--- config.mk ---
export PLATFORM = sky130hd
export DESIGN_NAME = sio_clk_sel
export DESIGN_NICKNAME = d
export VERILOG_FILES = /design/src/rtl/sio_clk_sel.sv
export SDC_FILE = /design/constraint.sdc
export NUM_CORES = 1
export LEC_CHECK = 0
export ABC_AREA = 1
export BUFFER_PORTS_ARGS = -buffer_cell sky130_fd_sc_hd__buf_2
export CAP_MARGIN = 5
export CORE_MARGIN = 8
export CORE_UTILIZATION = 45
export DETAILED_ROUTE_END_ITERATION = 8
export HOLD_SLACK_MARGIN = 0.02
export PLACE_DENSITY = 0.71
export SLEW_MARGIN = 20
export SYNTH_ARGS = -nofsm -noshare
export SYNTH_HDL_FRONTEND = slang
export SYNTH_SLANG_ARGS = --single-unit
--- constraint.sdc ---
create_clock -name clk -period 1.5 [get_ports clk]
set_input_delay 0.225 -clock clk [delete_from_list [all_inputs] [get_ports clk]]
set_output_delay 0.225 -clock clk [all_outputs]
set_load 0.02 [all_outputs]
--- src/rtl/sio_clk_sel.sv ---
module sio_clk_sel #(
  parameter int CNT_W     = 5,
  parameter int MINP_DBUF = 6,
  parameter int MINP_SBUF = 8
) (
  input  logic       clk,
  input  logic       rst_n,
  input  logic [1:0] mode,
  input  logic       clk_dir,
  input  logic       edge_sel,
  input  logic       xfer_en,
  input  logic       brg_tick,
  input  logic       sclk_in,
  input  logic       dbuf_en,
  input  logic       err_clr,
  output logic       sclk_out,
  output logic       sclk_oe,
  output logic       tx_shift,
  output logic       rx_sample,
  output logic       clk_err
);

  localparam logic [CNT_W-1:0] CNT_MAX = '1;
  localparam logic [CNT_W-1:0] LIM_D   = CNT_W'(MINP_DBUF);
  localparam logic [CNT_W-1:0] LIM_S   = CNT_W'(MINP_SBUF);

  logic io_mode, int_mode, ext_mode, int_run;
  assign io_mode  = (mode == 2'b00);
  assign int_mode = io_mode & ~clk_dir;
  assign ext_mode = io_mode & clk_dir;
  assign int_run  = int_mode & xfer_en;
  assign sclk_oe  = int_mode;

  // internal clock: halved tick stream, idles high
  logic sclk_q;
  always_ff @(posedge clk or negedge rst_n) begin
    if (!rst_n)          sclk_q <= 1'b1;
    else if (!int_run)   sclk_q <= 1'b1;
    else if (brg_tick)   sclk_q <= ~sclk_q;
  end
  assign sclk_out = sclk_q;

  logic int_fall, int_rise;
  assign int_fall = int_run & brg_tick &  sclk_q;
  assign int_rise = int_run & brg_tick & ~sclk_q;

  // external clock synchronizer and edge history
  logic s1, s2, s_prev;
  always_ff @(posedge clk or negedge rst_n) begin
    if (!rst_n) begin
      s1 <= 1'b0; s2 <= 1'b0; s_prev <= 1'b0;
    end else begin
      s1 <= sclk_in; s2 <= s1; s_prev <= s2;
    end
  end

  logic ext_rise, ext_fall;
  assign ext_rise = ext_mode &  s2 & ~s_prev;
  assign ext_fall = ext_mode & ~s2 &  s_prev;

  logic tx_d, rx_d;
  assign tx_d = int_fall | (edge_sel ? ext_rise : ext_fall);
  assign rx_d = int_rise | (edge_sel ? ext_fall : ext_rise);

  always_ff @(posedge clk or negedge rst_n) begin
    if (!rst_n) begin
      tx_shift <= 1'b0; rx_sample <= 1'b0;
    end else begin
      tx_shift <= tx_d; rx_sample <= rx_d;
    end
  end

  // external period measurement between rising edges
  logic [CNT_W-1:0] per_cnt;
  logic             seen;
  always_ff @(posedge clk or negedge rst_n) begin
    if (!rst_n) begin
      per_cnt <= '0; seen <= 1'b0;
    end else if (!ext_mode) begin
      per_cnt <= '0; seen <= 1'b0;
    end else if (ext_rise) begin
      per_cnt <= CNT_W'(1); seen <= 1'b1;
    end else if (per_cnt != CNT_MAX) begin
      per_cnt <= per_cnt + 1'b1;
    end
  end

  logic too_fast;
  assign too_fast = ext_rise & seen & (per_cnt <= (dbuf_en ? LIM_D : LIM_S));

  always_ff @(posedge clk or negedge rst_n) begin
    if (!rst_n)        clk_err <= 1'b0;
    else if (err_clr)  clk_err <= 1'b0;
    else if (too_fast) clk_err <= 1'b1;
  end

  AST_NO_DUAL_STROBE: assert property (@(posedge clk) disable iff (!rst_n) !(tx_shift && rx_sample));
  AST_TX_ONE_CYCLE: assert property (@(posedge clk) disable iff (!rst_n) tx_shift |=> !tx_shift);
  AST_RX_ONE_CYCLE: assert property (@(posedge clk) disable iff (!rst_n) rx_sample |=> !rx_sample);
  AST_IDLE_HIGH: assert property (@(posedge clk) disable iff (!rst_n) !xfer_en |=> sclk_out);
  AST_QUIET_NON_IO: assert property (@(posedge clk) disable iff (!rst_n) (mode != 2'b00) |=> (!tx_shift && !rx_sample));
  AST_ERR_STICKY: assert property (@(posedge clk) disable iff (!rst_n) (clk_err && !err_clr) |=> clk_err);
  AST_ERR_CLEAR: assert property (@(posedge clk) disable iff (!rst_n) err_clr |=> !clk_err);

endmodule

* Yosys cells after proc, flatten, opt, wreduce, memory -nomap -nowiden
Cells that the tools add are included.
Storage, ports and cells: bits of input ports 11, output and inout bits 5, flip-flop bits (word level) 13, logic and storage cells 47
Cells by class: mux-type cells 12, $add $sub $neg 1, reductions and logical operators 2, $lt $le $gt $ge 1, equality and inequality tests 4, bitwise operators 18
Operators with widths (count):
- $mux 5 | 3
- $and 1x1->1 | 12
- $mux 1 | 8
- $add 5x1->5 const B | 1
- $le 5x4->1 | 1
- $ne 5x5->1 const B | 1
- $mux 4 | 1
- $not 1->1 | 4
- $ne 3x1->1 const B | 1
- $logic_not 2->1 | 1
- $ne 2x1->1 const B | 1
- $ne 2x2->1 const B | 1
- $or 1x1->1 | 2
- $reduce_bool 2->1 | 1

* Depth between registers and ports, before layout
Gate-level depths: netlist (run 1).
depth after elaboration 8, depth in mapped cells 10, gate-level depth less buffers 10

* Worst setup path before layout (run 1)
OpenSTA, ideal clock, no wires.
kind register to register, from register per_cnt[0], to register per_cnt[2], required time 1.382 ns, setup slack 0.037 ns, library setup time 0.118 ns, path buffers 0, data arrival time 1.345 ns, stages on the path, launching flop included 8, clock period less this slack 1.463 ns, path through dfrtp_1 > ha_1 > and3_1 > ha_1 > inv_1 > nand2_1 > xor2_1 > nor2_1
On the way: word-level cells in the longest chain between the ends 4, elaborated cells between the ends (all ways) 6, those cells by class 1 x add/sub; 2 x eq/ne; 3 x mux
RTL lines:
- start, declared | RTL line 74 | logic [CNT_W-1:0] per_cnt;
- start signal, assigned | RTL line 84 | per_cnt <= per_cnt + 1'b1;
- $add 5x1->5 | RTL line 84
- $mux 5 | RTL line 83 | end else if (per_cnt != CNT_MAX) begin
- $mux 5 | RTL line 81 | end else if (ext_rise) begin
- $mux 5 | RTL line 79 | end else if (!ext_mode) begin
Several ways; a longest one is shown, not always the timed one. The select of a mux whose other input is x is not followed. A chain may end at the register's enable or synchronous reset.

* Worst setup path after layout (run 1)
Ends and elaborated chain as after synthesis.

==> flow_summary_export.csv, run 1 <==
group,metric,value,unit
outcome,status,"complete, no violations",
global_route,busiest_layer,"met2",
timing,finalCritPeriodShare,0.947,
hold_path,holdCritPathClass,"input pin to register",
global_route,overflow,0,
global_route,grt_pass1_wl,2220,um
finish,drive_above_1_share,0.307,
yosys,syn-num-nets,95,
power_and_ir_drop,leakage,0.456,nW
yosys,yosysTopAreaCellShare,0.436,
die,core,1470,um2
routing,drt_iter0_drc,6,
critical_path,worstSetupPathType,"register to register",
power_and_ir_drop,irDropWorstVdd,0.633,mV
yosys,synth-async-reset-ratio,1.00,
power_and_ir_drop,power,0.000656,W
timing,hold_viol_final,0,
finish,fin_nets,118,
yosys,synth_edf_count,0,
finish,fin_area,850,um2
timing,grt_setup_unrepaired,"false",
critical_path,cp_cell_sequence,"ha_1 -> and3_1 -> ha_4 -> inv_4 -> nand2_1 -> xor2_1 -> nor2_1",
global_route,grt_antenna_before_repair,0,
routing,antenna_left,0,
placement,dp_hpwl,1040,um
routing,drc,0,
yosys,synth_seq_cells,13,
clock_network,clk_latency,280,ps
timing,maxSlewHeadroom,0.805,
timing,worstMarginPinSlew,293,ps
yosys,ys_types,22,
clock_network,htreeDepth,1,
placement,port_buffers,15,
die,io_pins,16,
finish,mostFrequentLayoutCell,"buf_2",
finish,fill_cells,134,
critical_path,max_stage_delay,390,ps
global_route,grt_use_met2,0.168,
die,die_h,55.1,um
power_and_ir_drop,p_per_area,772,nW/um2
timing,setup_tns,0,ps
critical_path,worstSetupEndpointType,"register",
routing,finalWirelength,1410,um
critical_path,crit_arrival,1590,ps
die,rows,14,
global_route,grt_usage,0.102,
clock_network,cts_tree,"built",
timing,setup_viol,0,
timing,period_minus_slack,1420,ps
critical_path,critPathSlowestCell,"dfrtp_1",
yosys,synth_cells,79,
yosys,synth_top_area_cell,"dfrtp_1",
run,cap_viol_max_count,0,
critical_path,required,1670,ps
finish,area_growth,23.5,%
routing,vias,604,
yosys,synth-seq-area-share,0.475,
global_route,grt_max_degree,14,
timing,fin_worst_skew,1.36,ps
timing,fmax,0.704,GHz
global_route,grt_pass1_vias,547,
clock_network,clock_path_buffers,2,
timing,maxSlewViolCount,0,
yosys,synth_area,688,um2
clock_network,numCtsBuffers,3,
global_route,use_met1,0.108,
routing,wl_per_cell,12.0,um
clock_network,root_buffer,"clkbuf_4",
die,fp.dieW,55.1,um
clock_network,clk_pin_slew_worst_paths,80,ps
placement,placed_cell_area,791,um2
yosys,avgSynthCellArea,8.71,um2
yosys,synth.area.top_cells,"dfrtp_1 44%, ha_1 9.1%, inv_1 8.2%",
clock_network,clock_sinks,13,
placement,gp_routability_congestion,0.764,
critical_path,cp-start-kind,"register",
die,dieArea,3040,um2
yosys,yosys_warnings,0,
yosys,ys.flop_type,"dfrtp_1",
routing,first_pass_iters,4,
finish,final_cell_mix,"15 x buf_2, 14 x inv_1, 14 x nand2_1, 12 x dfrtp_1",
global_route,use_met3,0.0455,
critical_path,path_max_fanout,5,
routing,vias_per_cell,5.16,
die,start_util,0.468,
finish,num_antenna_cells,0,
## layout make-up
class | count | area, um2 | area share
clock buffer | 4 | 26.3 | 0.0309
timing repair buffer | 18 | 100 | 0.118
multi-input combinational | 50 | 313 | 0.368
sequential | 13 | 327 | 0.384
inverter | 16 | 63.8 | 0.0751
tap | 16 | 20.0 | 0.0236
## stage by stage
stage,hold slack (ps),setup slack (ps),cells,util
finish,46.6,80.2,117,0.577
global route,35.4,18.7,117,0.577
CTS,45.0,52.9,116,0.564
detailed placement,126,-24.4,111,0.537
global placement,126,30.2,111,0.537
floorplan,-70.6,37.1,79,-
## synth_stat cells, drive strengths merged (2+ instances only)
library cell and instances:
nand2 16, inv 15, dfrtp 12, nor2 8
ha 5, nand3 5, a21oi 3, nand4 3
o21ai 2, xor2 2
## final timing paths
kind	from	endpoint	slack, ps	cells past startpoint
max	per_cnt[0]	per_cnt[2]	80	7
min	sclk_in	s1	50	1
max reg2reg	per_cnt[0]	per_cnt[2]	80	7
min reg2reg	s1	s2	360	0
max in group asynchronous	rst_n	sclk_out	870	2
min in group asynchronous	rst_n	seen	350	2
## worst max-delay path: cells and delay by family (launching register included)
| family | cells | cell delay, ps |
|---|---|---|
| xor gates and xnor gates | 1 | 130 |
| DFF | 1 | 390 |
| buffers and inverters | 1 | 70 |
| and+or+nand+nor | 3 | 330 |
| adders and majority gates | 2 | 400 |
## power breakdown
| group | switching (W) | internal, W | total (W) |
|---|---|---|---|
| registers | 0.00000427 | 0.000359 | 0.000363 |
| logic | 0.0000409 | 0.0000273 | 0.0000683 |
| clock network | 0.000122 | 0.000103 | 0.000225 |
| total | 0.000167 | 0.000489 | 0.000656 |
## cells by family (layout without fill, tap and decap cells)
group,Yosys count,count (layout),share of synthesized area
flops,13,13,0.475
simple gates,35,35,0.245
xor+xnor,2,2,0.0255
buf+inv,16,38,0.0891
compound gates,8,8,0.0746
fa+ha+maj,5,5,0.0909
## metal layers
metal  share of wire  vias up  wire length, um
li1                -      299                -
met5               0        -                0
met3           0.087        4              123
met4           0.011        0               16
met2            0.50       24              705
met1            0.40      277              562
## state kept, by name (all words and copies together), names as in the netlist
register,cells
s_prev,1
seen,1
per_cnt,5
s1,1
s2,1
tx_shift,1
sclk_out,1
clk_err,1
rx_sample,1
## repair_timing
item	4_1_cts	5_1_grt
endpoints found under the hold margin	12	0
endpoints found under the setup margin	2	3
hold buffers	1	0
gates resized for setup	2	2
pin swaps	0	0
setup buffers	0	1
Note: power is estimated with default switching activity, not from simulation.
==> run 2, diff against run 1 <==
--- a/config.mk
+++ b/config.mk
@@ -12,7 +12,7 @@
 export CORE_UTILIZATION = 45
 export DETAILED_ROUTE_END_ITERATION = 8
 export HOLD_SLACK_MARGIN = 0.02
-export PLACE_DENSITY = 0.71
+export PLACE_DENSITY = 0.83
 export SLEW_MARGIN = 20
 export SYNTH_ARGS = -nofsm -noshare
 export SYNTH_HDL_FRONTEND = slang
==> run 2 against run 1 <==
Against the previous run: wire length shrank 6.5%; non-clock buffer count is the same; sequential power is essentially flat; core utilization shrank 0.17 points; cell area shrank 0.29%; fmax shrank 0.14%.
==> flow_summary_export.csv, run 2 (synthesis gave the netlist of run 1 again) <==
group,metric,value,unit
finish,multi_input_area,313,um2
finish,mostFrequentLayoutCell,"buf_2",
global_route,overflow,0,
timing,finalCritPeriodShare,0.948,
critical_path,cp_cell_sequence,"ha_1 -> and3_1 -> ha_4 -> inv_2 -> nand2_1 -> xor2_1 -> nor2_1",
die,rows,14,
finish,regMostFlops,"per_cnt",
global_route,grt_pass1_vias,545,
routing,first_pass_iters,4,
timing,setup_viol,0,
finish,num_antenna_cells,0,
die,die_h,55.1,um
finish,largest_reg_flops,5,
clock_network,root_buffer,"clkbuf_4",
placement,dp_hpwl,980,um
critical_path,max_stage_delay,390,ps
power_and_ir_drop,power,0.000652,W
power_and_ir_drop,leakage,0.455,nW
finish,fin_nets,118,
run,cap_viol_max_count,0,
finish,fill_cells,128,
global_route,grt_max_degree,14,
placement,placed_cells,111,
finish,regArea,327,um2
clock_network,numCtsBuffers,3,
routing,antenna_left,0,
finish,area_growth,23.1,%
timing,fin_worst_skew,0.707,ps
die,io_pins,16,
global_route,grt_antenna_before_repair,0,
routing,vias_per_cell,4.96,
die,fp.dieW,55.1,um
critical_path,path_max_fanout,5,
routing,drc,0,
die,core,1470,um2
critical_path,cp-start-kind,"register",
placement,placed_cell_area,791,um2
timing,maxSlewViolCount,0,
finish,fin_area,847,um2
routing,wl_per_cell,11.2,um
critical_path,worstSetupPathType,"register to register",
timing,period_minus_slack,1420,ps
timing,setup_tns,0,ps
finish,fin_cells,117,
power_and_ir_drop,irDropWorstVdd,0.447,mV
clock_network,clk_latency,280,ps
timing,holdWs,46.4,ps
finish,drive_above_1_share,0.307,
clock_network,cts_tree,"built",
critical_path,path_buf_inv,1,
routing,drt_iter0_drc,12,
timing,grt_setup_unrepaired,"false",
clock_network,clock_path_buffers,2,
placement,port_buffers,15,
clock_network,clock_sinks,13,
hold_path,holdCritPathClass,"input pin to register",
global_route,grt_pass1_wl,2210,um
die,start_util,0.468,
timing,fmax,0.703,GHz
clock_network,clk_pin_slew_worst_paths,80,ps
timing,maxSlewHeadroom,0.807,
outcome,status,"complete, no violations",
critical_path,crit_arrival,1640,ps
die,dieArea,3040,um2
critical_path,worstSetupEndpointType,"register",
routing,vias,580,
critical_path,critPathSlowestCell,"dfrtp_1",
critical_path,critical-path-top-delay-family,"adder cells",
global_route,grt_usage,0.101,
placement,gp_routability_congestion,0.792,
timing,worstMarginPinSlew,290,ps
routing,finalWirelength,1320,um
timing,hold_viol_final,0,
power_and_ir_drop,p_per_area,770,nW/um2
finish,final_cell_mix,"15 x buf_2, 14 x inv_1, 14 x nand2_1, 12 x dfrtp_1",
clock_network,htreeDepth,1,
critical_path,required,1720,ps
## run 2: final timing paths
path / endpoint / depth (start not counted) / start / slack, ps
setup / recovery: per_cnt[2] / 7 / per_cnt[0] / 80
max in group asynchronous: sclk_out / 2 / rst_n / 870
hold reg to reg: s2 / 0 / s1 / 360
setup reg to reg: per_cnt[2] / 7 / per_cnt[0] / 80
hold / removal: s1 / 1 / sclk_in / 50
min in group asynchronous: per_cnt[2] / 2 / rst_n / 350
## run 2: what timing repair did
item | in CTS | in global routing
hold buffers | 1 | 0
buffers inserted | 0 | 1
endpoints found under the hold margin | 12 | 0
resized for setup | 1 | 3
endpoints found under the setup margin | 1 | 3
## run 2: metal layers
metal | wire [um] | share of wire | track usage
met5 | 0 | 0 | 0
met1 | 561 | 0.43 | 0.111
met3 | 122 | 0.093 | 0.0455
met2 | 605 | 0.46 | 0.159
met4 | 26 | 0.020 | 0.0560
## run 2: per-stage QoR
step           utilization  setup WS, ps
4_1_cts              0.562          5.85
6_report             0.576          78.1
3_5_place_dp         0.537         -8.63
3_3_place_gp         0.537          45.2
5_1_grt              0.576          10.1
2_1_floorplan            -          37.1
## run 2: worst reg2reg max path, cell delays in order (launching register included)
cell	delay [ps]
dfrtp_1	390
ha_1	220
and3_1	210
ha_4	180
inv_2	80
nand2_1	60
xor2_1	130
nor2_1	80
## run 2: layout make-up
cell class,count,area share
flip-flops and latches,13,0.386
multi-input cells,50,0.369
repair buffers,18,0.118
clock buffers,4,0.0310
inverters,16,0.0724
well taps,16,0.0236
## run 2: report_power, final
part / leakage [nW] / internal, W / switching [W]
Sequential: 0.170 / 0.000359 / 0.00000417
Clock: 0.0150 / 0.000103 / 0.000117
Combinational: 0.270 / 0.0000274 / 0.0000416
Total: 0.455 / 0.000489 / 0.000163
==> run 3, diff against run 2 <==
--- a/config.mk
+++ b/config.mk
@@ -9,10 +9,10 @@
 export BUFFER_PORTS_ARGS = -buffer_cell sky130_fd_sc_hd__buf_2
 export CAP_MARGIN = 5
 export CORE_MARGIN = 8
-export CORE_UTILIZATION = 45
+export CORE_UTILIZATION = 40
 export DETAILED_ROUTE_END_ITERATION = 8
 export HOLD_SLACK_MARGIN = 0.02
-export PLACE_DENSITY = 0.83
+export PLACE_DENSITY = 0.77
 export SLEW_MARGIN = 20
 export SYNTH_ARGS = -nofsm -noshare
 export SYNTH_HDL_FRONTEND = slang
==> run 3 against run 2 <==
Against the previous run: cell count increased by 1.7%; setup slack improved by 43 ps; sequential power about the same; combinational power decreased by 2%; wire length decreased by 6.1%; total power decreased by 2.9%; clock power decreased by 8%; highest routed layer unchanged.
==> flow_summary_export.csv, run 3 (synthesis gave the netlist of run 1 again) <==
group,metric,value,unit
critical_path,worstReg2RegStart,"per_cnt[0]",
die,fp.dieW,57.5,um
finish,final_core_util,0.508,
finish,fill_cells,169,
critical_path,max_stage_delay,380,ps
run,cap_viol_max_count,0,
global_route,grt_antenna_before_repair,0,
critical_path,rrSetupSlack,120,ps
routing,vias,552,
placement,place_ws,-25.5,ps
finish,final_cell_mix,"15 x buf_2, 14 x inv_1, 14 x nand2_1, 12 x dfrtp_1",
critical_path,rr_worst_depth,7,
timing,grt_setup_unrepaired,"false",
placement,gp_routability_congestion,0.864,
routing,drt_iter0_drc,6,
global_route,overflow,0,
timing,setup_viol,0,
timing,fin_worst_skew,2.91,ps
die,dieArea,3300,um2
global_route,grt_pass1_vias,526,
finish,fin_nets,119,
clock_network,clock_path_buffers,2,
timing,maxSlewHeadroom,0.815,
global_route,grt_usage,0.0786,
power_and_ir_drop,power,0.000633,W
finish,mostFrequentLayoutCell,"buf_2",
timing,fin_ws,121,ps
clock_network,numCtsBuffers,3,
clock_network,clk_latency,270,ps
timing,hold_viol_final,0,
finish,num_antenna_cells,0,
power_and_ir_drop,irDropWorstVdd,0.581,mV
timing,fmax,0.725,GHz
placement,dp_hpwl,1030,um
critical_path,worstSetupPathType,"register to register",
critical_path,reg2reg_to,"per_cnt[2]",
critical_path,critPathSlowestCell,"dfrtp_1",
routing,vias_per_cell,4.64,
routing,drc,0,
die,io_pins,16,
hold_path,hold_path_depth,1,
hold_path,worst_hold_path.endpoint,"s1",
critical_path,cpMostUsedCell,"ha_2",
routing,wl_per_cell,10.4,um
clock_network,cts_tree,"built",
die,core,1670,um2
hold_path,hp-start,"sclk_in",
die,start_util,0.412,
timing,worstMarginPinSlew,278,ps
die,die_h,57.5,um
timing,finalCritPeriodShare,0.919,
clock_network,clock_sinks,13,
critical_path,crit_arrival,1580,ps
finish,regMostFlops,"per_cnt",
critical_path,cp-start-kind,"register",
placement,port_buffers,15,
routing,finalWirelength,1240,um
critical_path,worstSetupEndpointType,"register",
critical_path,cp_cell_sequence,"ha_2 -> and3_1 -> ha_2 -> inv_2 -> nand2_1 -> xor2_1 -> nor2_1",
timing,period_minus_slack,1380,ps
power_and_ir_drop,p_per_area,746,nW/um2
outcome,status,"complete, no violations",
hold_path,holdCritPathClass,"input pin to register",
die,rows,15,
finish,area_growth,23.3,%
finish,drive_above_1_share,0.324,
clock_network,htreeDepth,1,
clock_network,clk_pin_slew_worst_paths,70,ps
clock_network,root_buffer,"clkbuf_4",
finish,largest_reg_flops,5,
power_and_ir_drop,leakage,0.456,nW
placement,placed_cells,112,
finish,fin_cells,119,
timing,maxSlewViolCount,0,
critical_path,path_max_fanout,5,
routing,antenna_left,0,
critical_path,required,1700,ps
routing,first_pass_iters,4,
global_route,grt_max_degree,14,
global_route,grt_pass1_wl,2040,um
[run 3: where the power goes]
| group | internal [W] | total [W] | switching [W] |
|---|---|---|---|
| sequential | 0.000359 | 0.000363 | 0.00000393 |
| clock | 0.000103 | 0.000202 | 0.0000994 |
| combinational | 0.0000277 | 0.0000680 | 0.0000403 |
| total | 0.000489 | 0.000633 | 0.000144 |
[run 3: worst max-delay path by stage]
stage          startpoint         end  slack [ps]  cells after the start
2_1_floorplan  per_cnt[0]  per_cnt[2]          40                      7
3_3_place_gp   per_cnt[1]  per_cnt[2]          50                      7
3_5_place_dp   per_cnt[1]  per_cnt[2]         -30                      7
4_1_cts        per_cnt[1]  per_cnt[2]           7                      7
5_1_grt        per_cnt[0]  per_cnt[2]          30                      7
6_report       per_cnt[0]  per_cnt[2]         120                      7
[run 3: layout make-up]
cell class | count | area (um2) | share of cell area
flip-flops and latches | 13 | 327 | 0.385
multi-input cells | 50 | 305 | 0.360
repair buffers | 19 | 108 | 0.127
inverters | 16 | 61.3 | 0.0723
clock buffers | 4 | 26.3 | 0.0310
well taps | 17 | 21.3 | 0.0251
[run 3: through the flow]
step           hold WS (ps)  area (um2)  TNS, ps
6_report               64.2         848        0
5_1_grt                40.5         848        0
4_1_cts                56.8         828        0
3_5_place_dp            123         792    -25.5
3_3_place_gp            117         792        0
2_1_floorplan         -70.6         688        0
[run 3: repair_timing]
item                                    in CTS  in global routing
resized for setup                            1                  3
hold buffers                                 1                  0
pin swaps                                    0                  0
endpoints found under the hold margin       12                  0
endpoints found under the setup margin       2                  3
setup buffers                                0                  2
[run 3: critical path, delay by kind of cell, from the launching register on]
kind	cells	cell delay [ps]
buf+inv	1	90
simple gates	3	330
flops	1	380
xor+xnor	1	130
fa+ha+maj	2	390
[run 3: layer usage]
layer	GRT usage	part of all wire
met5	0	0
met4	0.0214	0.0065
met3	0.0493	0.079
met2	0.135	0.50
met1	0.0766	0.41
